[src/rtl/ep_dma_pkg.sv]
package ep_dma_pkg;

  typedef enum logic [0:0] {
    ST_IDLE  = 1'b0,
    ST_BURST = 1'b1
  } dmaState_t;

  // strobes from the control to the datapath
  typedef struct packed {
    logic latchRd;   // capture the buffer byte for the memory side
    logic latchWr;   // capture the memory byte for the buffer side
    logic advance;   // step to the next payload byte
    logic restart;   // packet finished or aborted, back to byte 0
  } pathCmd_t;

  function automatic logic [4:0] burstSize(input logic [1:0] code);
    case (code)
      2'b00:   burstSize = 5'd1;
      2'b01:   burstSize = 5'd4;
      2'b10:   burstSize = 5'd8;
      default: burstSize = 5'd16;
    endcase
  endfunction

endpackage

[src/rtl/ep_dma_sync.sv]
module ep_dma_sync #(
  parameter int W = 4
) (
  input  logic         clk,
  input  logic         rst_n,
  input  logic [W-1:0] asyncIn,
  output logic [W-1:0] syncOut
);

  logic [W-1:0] stage1;

  // idle level of every handshake line is high
  always_ff @(posedge clk or negedge rst_n) begin
    if (!rst_n) begin
      stage1  <= '1;
      syncOut <= '1;
    end else begin
      stage1  <= asyncIn;
      syncOut <= stage1;
    end
  end

endmodule

[src/rtl/ep_dma_path.sv]
module ep_dma_path
  import ep_dma_pkg::*;
#(
  parameter  int MAX_PKT = 64,
  localparam int CW = $clog2(MAX_PKT + 1),
  localparam int AW = $clog2(MAX_PKT + 2)
) (
  input  logic          clk,
  input  logic          rst_n,
  input  pathCmd_t      cmd,
  input  logic [7:0]    dmaDataIn,
  input  logic [7:0]    bufRdData,
  output logic [CW-1:0] count,
  output logic [AW-1:0] bufAddr,
  output logic [7:0]    dmaDataOut,
  output logic [7:0]    bufWrData
);

  localparam int HDR_BYTES = 2;

  always_ff @(posedge clk or negedge rst_n) begin
    if (!rst_n) begin
      count      <= '0;
      dmaDataOut <= '0;
      bufWrData  <= '0;
    end else begin
      if (cmd.restart)      count <= '0;
      else if (cmd.advance) count <= count + CW'(1);
      if (cmd.latchRd) dmaDataOut <= bufRdData;
      if (cmd.latchWr) bufWrData  <= dmaDataIn;
    end
  end

  // payload starts after the reserved byte and the length byte
  assign bufAddr = AW'(count) + AW'(HDR_BYTES);

  // the index restarts on the last byte, so it never reaches the packet size
  count_bound_chk: assert property (@(posedge clk) disable iff (!rst_n)
    count < CW'(MAX_PKT));

  // restart wins over advance: the index returns to zero
  restart_zero_chk: assert property (@(posedge clk) disable iff (!rst_n)
    cmd.restart |=> (count == '0));

endmodule

[src/rtl/ep_dma_ctrl.sv]
module ep_dma_ctrl
  import ep_dma_pkg::*;
#(
  parameter  int MAX_PKT = 64,
  localparam int CW = $clog2(MAX_PKT + 1)
) (
  input  logic          clk,
  input  logic          rst_n,
  input  logic          cfgWrEn,
  input  logic [7:0]    cfgWrData,
  output logic [7:0]    cfgRdData,
  input  logic          irqRead,
  output logic          eotFlag,
  input  logic          ackS_n,
  input  logic          rdS_n,
  input  logic          wrS_n,
  input  logic          eotS_n,
  input  logic          bufFull,
  input  logic          bufEmpty,
  input  logic [CW-1:0] bufLen,
  input  logic [CW-1:0] count,
  output logic          dmaReq,
  output pathCmd_t      cmd,
  output logic          bufWrStrobe,
  output logic          bufValidate,
  output logic          bufRelease
);

  localparam int LW = (CW > 5) ? CW : 5;

  dmaState_t    state;
  logic [1:0]   cfgBurst;
  logic         cfgEn, cfgDir, cfgReload;
  logic [2:0]   cfgSpare;
  logic [LW-1:0] burstLeft, burstLoad, burstCap, remainW;
  logic         lastBegun, rdPrev, wrPrev, eotPrev;
  logic         inBurst, selNow, selPrev, strobeFall, strobeRise, eotFall;
  logic         lastByte, ready, start, pktDone;
  logic [CW-1:0] pktLen, remaining;

  always_comb begin
    inBurst    = (state == ST_BURST);
    selNow     = cfgDir ? wrS_n  : rdS_n;
    selPrev    = cfgDir ? wrPrev : rdPrev;
    strobeFall = inBurst && !ackS_n && selPrev && !selNow;
    strobeRise = inBurst && !ackS_n && !selPrev && selNow;
    eotFall    = eotPrev && !eotS_n;
    pktLen     = cfgDir ? CW'(MAX_PKT) : bufLen;
    remaining  = pktLen - count;
    lastByte   = (count + CW'(1)) == pktLen;
    ready      = cfgDir ? bufEmpty : bufFull;
    start      = !inBurst && cfgEn && ready && eotS_n && (remaining != '0);
    burstCap   = LW'(burstSize(cfgBurst));
    remainW    = LW'(remaining);
    burstLoad  = (burstCap < remainW) ? burstCap : remainW;
    pktDone    = strobeRise && lastByte;
  end

  // request / burst sequencing
  always_ff @(posedge clk or negedge rst_n) begin
    if (!rst_n) begin
      state     <= ST_IDLE;
      burstLeft <= '0;
      lastBegun <= 1'b0;
      rdPrev    <= 1'b1;
      wrPrev    <= 1'b1;
      eotPrev   <= 1'b1;
    end else begin
      rdPrev  <= rdS_n;
      wrPrev  <= wrS_n;
      eotPrev <= eotS_n;
      if (eotFall || !cfgEn) begin
        state     <= ST_IDLE;
        lastBegun <= 1'b0;
      end else if (start) begin
        state     <= ST_BURST;
        burstLeft <= burstLoad;
        lastBegun <= 1'b0;
      end else if (inBurst) begin
        if (strobeFall && burstLeft == LW'(1)) lastBegun <= 1'b1;
        if (strobeRise) begin
          burstLeft <= burstLeft - LW'(1);
          if (burstLeft == LW'(1)) state <= ST_IDLE;
        end
      end
    end
  end

  // configuration byte and end-of-transfer flag
  always_ff @(posedge clk or negedge rst_n) begin
    if (!rst_n) begin
      {cfgSpare, cfgReload, cfgDir, cfgEn, cfgBurst} <= '0;
      eotFlag <= 1'b0;
    end else begin
      if (cfgWrEn) {cfgSpare, cfgReload, cfgDir, cfgEn, cfgBurst} <= cfgWrData;
      if (pktDone && !cfgReload) cfgEn <= 1'b0;
      if (eotFall) cfgEn <= 1'b0;
      if (eotFall)      eotFlag <= 1'b1;
      else if (irqRead) eotFlag <= 1'b0;
    end
  end

  assign cfgRdData   = {cfgSpare, cfgReload, cfgDir, cfgEn, cfgBurst};
  assign dmaReq      = inBurst && !lastBegun && eotS_n && cfgEn;
  assign cmd.latchRd = strobeFall && !cfgDir;
  assign cmd.latchWr = strobeFall && cfgDir;
  assign cmd.advance = strobeRise && !lastByte;
  assign cmd.restart = pktDone || eotFall;
  assign bufWrStrobe = strobeRise && cfgDir;
  assign bufValidate = cfgDir && (pktDone || (eotFall && count != '0));
  assign bufRelease  = !cfgDir && pktDone;


  eot_clears_en_chk: assert property (@(posedge clk) disable iff (!rst_n)
    eotFall |=> (!cfgEn && eotFlag && !dmaReq));


  flag_clear_chk: assert property (@(posedge clk) disable iff (!rst_n)
    (irqRead && !eotFall) |=> !eotFlag);


  req_drop_chk: assert property (@(posedge clk) disable iff (!rst_n)
    (strobeFall && burstLeft == LW'(1)) |=> !dmaReq);


  burst_live_chk: assert property (@(posedge clk) disable iff (!rst_n)
    inBurst |-> (burstLeft != '0));


  one_pulse_chk: assert property (@(posedge clk) disable iff (!rst_n)
    $onehot0({bufValidate, bufRelease}));


  reload_hold_chk: assert property (@(posedge clk) disable iff (!rst_n)
    (pktDone && cfgReload && !eotFall && !cfgWrEn) |=> cfgEn);

endmodule

[src/rtl/ep_dma_engine.sv]
module ep_dma_engine
  import ep_dma_pkg::*;
#(
  parameter  int MAX_PKT = 64,
  localparam int CW = $clog2(MAX_PKT + 1),
  localparam int AW = $clog2(MAX_PKT + 2)
) (
  input  logic          clk,
  input  logic          rst_n,
  input  logic          cfgWrEn,
  input  logic [7:0]    cfgWrData,
  output logic [7:0]    cfgRdData,
  input  logic          irqRead,
  output logic          eotFlag,
  output logic          dmaReq,
  input  logic          dmaAck_n,
  input  logic          rd_n,
  input  logic          wr_n,
  input  logic          eot_n,
  input  logic [7:0]    dmaDataIn,
  output logic [7:0]    dmaDataOut,
  input  logic          bufFull,
  input  logic          bufEmpty,
  input  logic [CW-1:0] bufLen,
  output logic [AW-1:0] bufAddr,
  input  logic [7:0]    bufRdData,
  output logic [7:0]    bufWrData,
  output logic          bufWrStrobe,
  output logic          bufValidate,
  output logic          bufRelease
);

  logic [3:0]    syncLines;
  logic [CW-1:0] count;
  pathCmd_t      cmd;

  ep_dma_sync #(.W(4)) u_sync (
    .clk     (clk),
    .rst_n   (rst_n),
    .asyncIn ({dmaAck_n, rd_n, wr_n, eot_n}),
    .syncOut (syncLines)
  );

  ep_dma_ctrl #(.MAX_PKT(MAX_PKT)) u_ctrl (
    .clk         (clk),
    .rst_n       (rst_n),
    .cfgWrEn     (cfgWrEn),
    .cfgWrData   (cfgWrData),
    .cfgRdData   (cfgRdData),
    .irqRead     (irqRead),
    .eotFlag     (eotFlag),
    .ackS_n      (syncLines[3]),
    .rdS_n       (syncLines[2]),
    .wrS_n       (syncLines[1]),
    .eotS_n      (syncLines[0]),
    .bufFull     (bufFull),
    .bufEmpty    (bufEmpty),
    .bufLen      (bufLen),
    .count       (count),
    .dmaReq      (dmaReq),
    .cmd         (cmd),
    .bufWrStrobe (bufWrStrobe),
    .bufValidate (bufValidate),
    .bufRelease  (bufRelease)
  );

  ep_dma_path #(.MAX_PKT(MAX_PKT)) u_path (
    .clk        (clk),
    .rst_n      (rst_n),
    .cmd        (cmd),
    .dmaDataIn  (dmaDataIn),
    .bufRdData  (bufRdData),
    .count      (count),
    .bufAddr    (bufAddr),
    .dmaDataOut (dmaDataOut),
    .bufWrData  (bufWrData)
  );

endmodule

[config.mk]
export PLATFORM = sky130hd
export DESIGN_NAME = ep_dma_engine
export DESIGN_NICKNAME = d
export VERILOG_FILES = /design/src/rtl/ep_dma_pkg.sv /design/src/rtl/ep_dma_sync.sv /design/src/rtl/ep_dma_path.sv /design/src/rtl/ep_dma_ctrl.sv /design/src/rtl/ep_dma_engine.sv
export SDC_FILE = /design/constraint.sdc
export NUM_CORES = 1
export LEC_CHECK = 0
export CAP_MARGIN = 10
export CORE_MARGIN = 2
export CORE_UTILIZATION = 45
export CTS_BUF_LIST = sky130_fd_sc_hd__clkbuf_8 sky130_fd_sc_hd__clkbuf_16
export DETAILED_ROUTE_END_ITERATION = 10
export DONT_BUFFER_PORTS = 1
export HOLD_SLACK_MARGIN = 0.15
export PLACE_DENSITY = 0.61
export SLEW_MARGIN = 20
export SYNTH_ARGS = -nofsm -noshare
export SYNTH_HDL_FRONTEND = slang
export SYNTH_HIERARCHICAL = 1
export SYNTH_SLANG_ARGS = --single-unit
[constraint.sdc]
create_clock -name clk -period 4.2 [get_ports clk]
set_input_delay 0 -clock clk [delete_from_list [all_inputs] [get_ports clk]]
set_output_delay 0 -clock clk [all_outputs]
set_load 0.01 [all_outputs]
==> flow_summary.ini <==
[cells_and_area]
n_antenna_cell = 0
nFillCells = 554
drive_gt1_share_pct = 19.7
nets = 376
multi_input_area_sq_um = 1590
area_growth_syn_to_layout_pct = 19.1
final-seq-area_sq_um = 1320

[critical_path]
crit_family = compound AO/OA/AOI/OAI gates
crit_arrival_ns = 3.64
worstPathMaxFanout = 10
worstSetupStartpointType = register
crit_buf_inv = 1
cpPeakStageDelay_ns = 0.59
critical_path_class = register to register
cp_slowest_cell = dfrtp_1
crit_chain = ha_1 -> inv_1 -> fa_1 -> a211oi_2 -> nor2_1 -> xnor2_2 -> ha_1 -> nand2_1 -> nor2_1 -> a211oi_1 -> a211oi_2 -> nor3_1 -> o221a_1
critPathRequiredTime_ns = 4.45
cp-end-kind = register

[synth]
synthArstFlopShare_pct = 100
mappedNetlistArea_sq_um = 3030
syn_nets = 339
synthCells = 282
synth-seq-cells = 52
seq_area_frac_synth_pct = 43.4
synth.area.top_cells = dfrtp_1 34%, dfstp_2 9.5%, mux2_2 8.9%
ys.flop_type = dfrtp_1
synth_top_cell_area_share_pct = 33.9
netlist-cell-type-count = 59
synth_edf_count = 0
yosysWarnings = 6
avgSynthCellArea_sq_um = 10.7
yosysTopAreaCell = dfrtp_1

[global_routing]
met3_usage_pct = 4.62
grt.met2_usage_pct = 29.1
grt_use_met1_pct = 25.7
grt_remaining_overflow = 0
track_usage_pct = 18.5
antenna_found_initial = 0
grt_pass1_wl_microns = 10800
grt_max_degree = 53
grt_pass1_vias = 2160
grt-busiest-layer = met2

[die]
rows = 29
ios = 77
start_util_pct = 47.1
die_h_microns = 86.0
core_sq_um = 6420
die_w_microns = 86.0
dieArea_sq_um = 7400

[power_and_ir_drop]
p_leak_nw = 1.55
vdd_drop_max_v = 0.000211
p_per_area_nw_per_um2 = 329

[clocking]
htree_levels = 2
cts.path.max_buffers = 2
cts_tree = built
cts_resized = 0
clk_pin_slew_ns = 0.10
clock-root-buffer = clkbuf_8
cts.sinks = 52
insertion_delay_ns = 0.30
numCtsBuffers = 5

[placement]
io_buffers = 0
place_congestion = 0.806
hpwl_microns = 4510

[timing]
max_freq_mhz = 295
period_needed_ns = 3.39
holdWs_ns = 0.168
finalSetupViolations = 0
skew_ns = 0.00772
worst_pin_slew_ns = 1.05
maxSlewViolCount = 0
hold_viol = 0
maxSlewHeadroom_pct = 29.7
tns_ns = 0
fin_crit_sh_pct = 80.8
rsz0062_at_grt = false

[drt]
drt_iter0_drc = 115
antenna_left = 0
routedWlPerCell_microns = 16.2
num_vias = 2178
viasPerCell = 5.49
firstDrtPassIters = 4
drc_errors = 0
routed_wirelength_microns = 6440

[run_status]
status = complete, no violations

[flow_run]
cap_violations = 0

[hold_path]
hold_path.class = input port to register
## power by group
| group | internal (W) | switching (W) |
|---|---|---|
| logic | 0.000121 | 0.000116 |
| clock network | 0.000195 | 0.000164 |
| registers | 0.000544 | 0.0000466 |
## area by class of cell
type / instances / area share [%]
Inverter: 15 / 1.56
Sequential cell: 52 / 36.5
Clock buffer: 6 / 2.29
Clock inverter: 2 / 1.08
Tap cell: 77 / 2.67
Multi-Input combinational cell: 204 / 44.2
Timing Repair Buffer: 41 / 11.7
## cell usage after synthesis (2+ instances only)
| library cell | n |
|---|---|
| a211oi_2 | 2 |
| nor2_1 | 15 |
| dfrtp_1 | 41 |
| nor3_1 | 7 |
| a21oi_1 | 9 |
| nand2b_1 | 4 |
| nor4_1 | 2 |
| or3_1 | 7 |
| nand4_1 | 2 |
| nor4_2 | 2 |
| dfstp_2 | 11 |
| nor2b_1 | 3 |
| o211a_1 | 2 |
| and2_1 | 2 |
| mux2i_1 | 4 |
| nor3b_1 | 2 |
| xor2_1 | 8 |
| xnor2_1 | 12 |
| nand2_1 | 16 |
| o21a_1 | 2 |
| and2b_1 | 3 |
| mux2_2 | 24 |
| ha_1 | 15 |
| clkbuf_1 | 5 |
| xnor2_2 | 2 |
| inv_1 | 15 |
| nand3_1 | 14 |
| o21ai_0 | 9 |
| a21o_1 | 5 |
| o21bai_1 | 2 |
| buf_4 | 5 |
| a31oi_1 | 3 |
## metal layers
| metal | routed length (microns) | up-vias |
|---|---|---|
| li1 | - | 1074 |
| met1 | 2930 | 1038 |
| met2 | 3050 | 61 |
| met3 | 401 | 5 |
| met4 | 59 | 0 |
| met5 | 0 | - |
## path summary, 6_finish.rpt
kind	startpoint	endpoint	slack (ns)	cells past startpoint
setup / recovery	u_path/count[0]	u_ctrl/burstLeft[0]	0.81	13
hold / removal	bufFull	u_ctrl/burstLeft[4]	0.17	3
setup reg to reg	u_path/count[0]	u_ctrl/burstLeft[0]	0.81	13
hold reg to reg	u_sync/stage1[2]	u_sync/syncOut[2]	0.36	0
max in group asynchronous	rst_n	u_sync/syncOut[3]	3.72	2
min in group asynchronous	rst_n	u_path/bufWrData[2]	0.19	2
## worst register-to-register path: cells and delay by family (launching register included)
kind | cells | cell delay, ns
buffers and inverters | 1 | 0.06
adder cells (fa/ha/maj) | 3 | 0.97
AND/OR/NAND/NOR | 4 | 0.43
flip-flops | 1 | 0.59
XOR/XNOR | 1 | 0.17
AO/OA/AOI/OAI | 4 | 1.13
## repair_timing
item | 4_1_cts | 5_1_grt
hold buffers | 39 | 0
hold endpoints to repair | 81 | 0
buffers inserted | 0 | 0
## metrics by stage
stage	util, %	total power (W)	cells	setup slack, ns	cell area [sq um]
after global routing	56.1	0.00125	397	0.557	3610
after detailed placement	47.9	0.000789	350	0.838	3080
after global placement	47.9	0.000785	350	0.958	3080
after floorplan	-	0.000753	282	1.06	3030
after CTS	56.1	0.00120	397	0.826	3610
final	56.1	0.00119	397	0.808	3610
## cell families after synthesis
group / share of synthesized area, %
AO/OA/AOI/OAI: 12.1
buffers and inverters: 3.89
multiplexers: 10.3
AND/OR/NAND/NOR: 16.6
adder cells (fa/ha/maj): 6.86
XOR/XNOR: 6.86
flip-flops: 43.4
## layout by cell type, fill, tap and decap left out, types with 3 or more instances in the layout
master         instances
a21o_1                 5
a21oi_1                9
a31oi_1                3
and2b_1                3
clkbuf_8               6
dfrtp_1               41
dfstp_2               11
dlygate4sd3_1         38
ha_1                  15
inv_1                 15
mux2_2                24
mux2i_1                4
nand2_1               16
nand2b_1               4
nand3_1               14
nor2_1                15
nor2b_1                3
nor3_1                 7
o21ai_0                9
or3_1                  7
xnor2_1               12
xor2_1                 8
## sequential cells by signal (all words and copies together), names as in the netlist, 2 cells and up
signal	count
u_path/count	7
u_path/bufWrData	8
u_ctrl/burstLeft	7
u_sync/stage1	4
u_ctrl/cfgSpare	3
u_sync/syncOut	4
u_ctrl/cfgBurst	2
u_path/dmaDataOut	8
(Power assumes the default switching activity.)
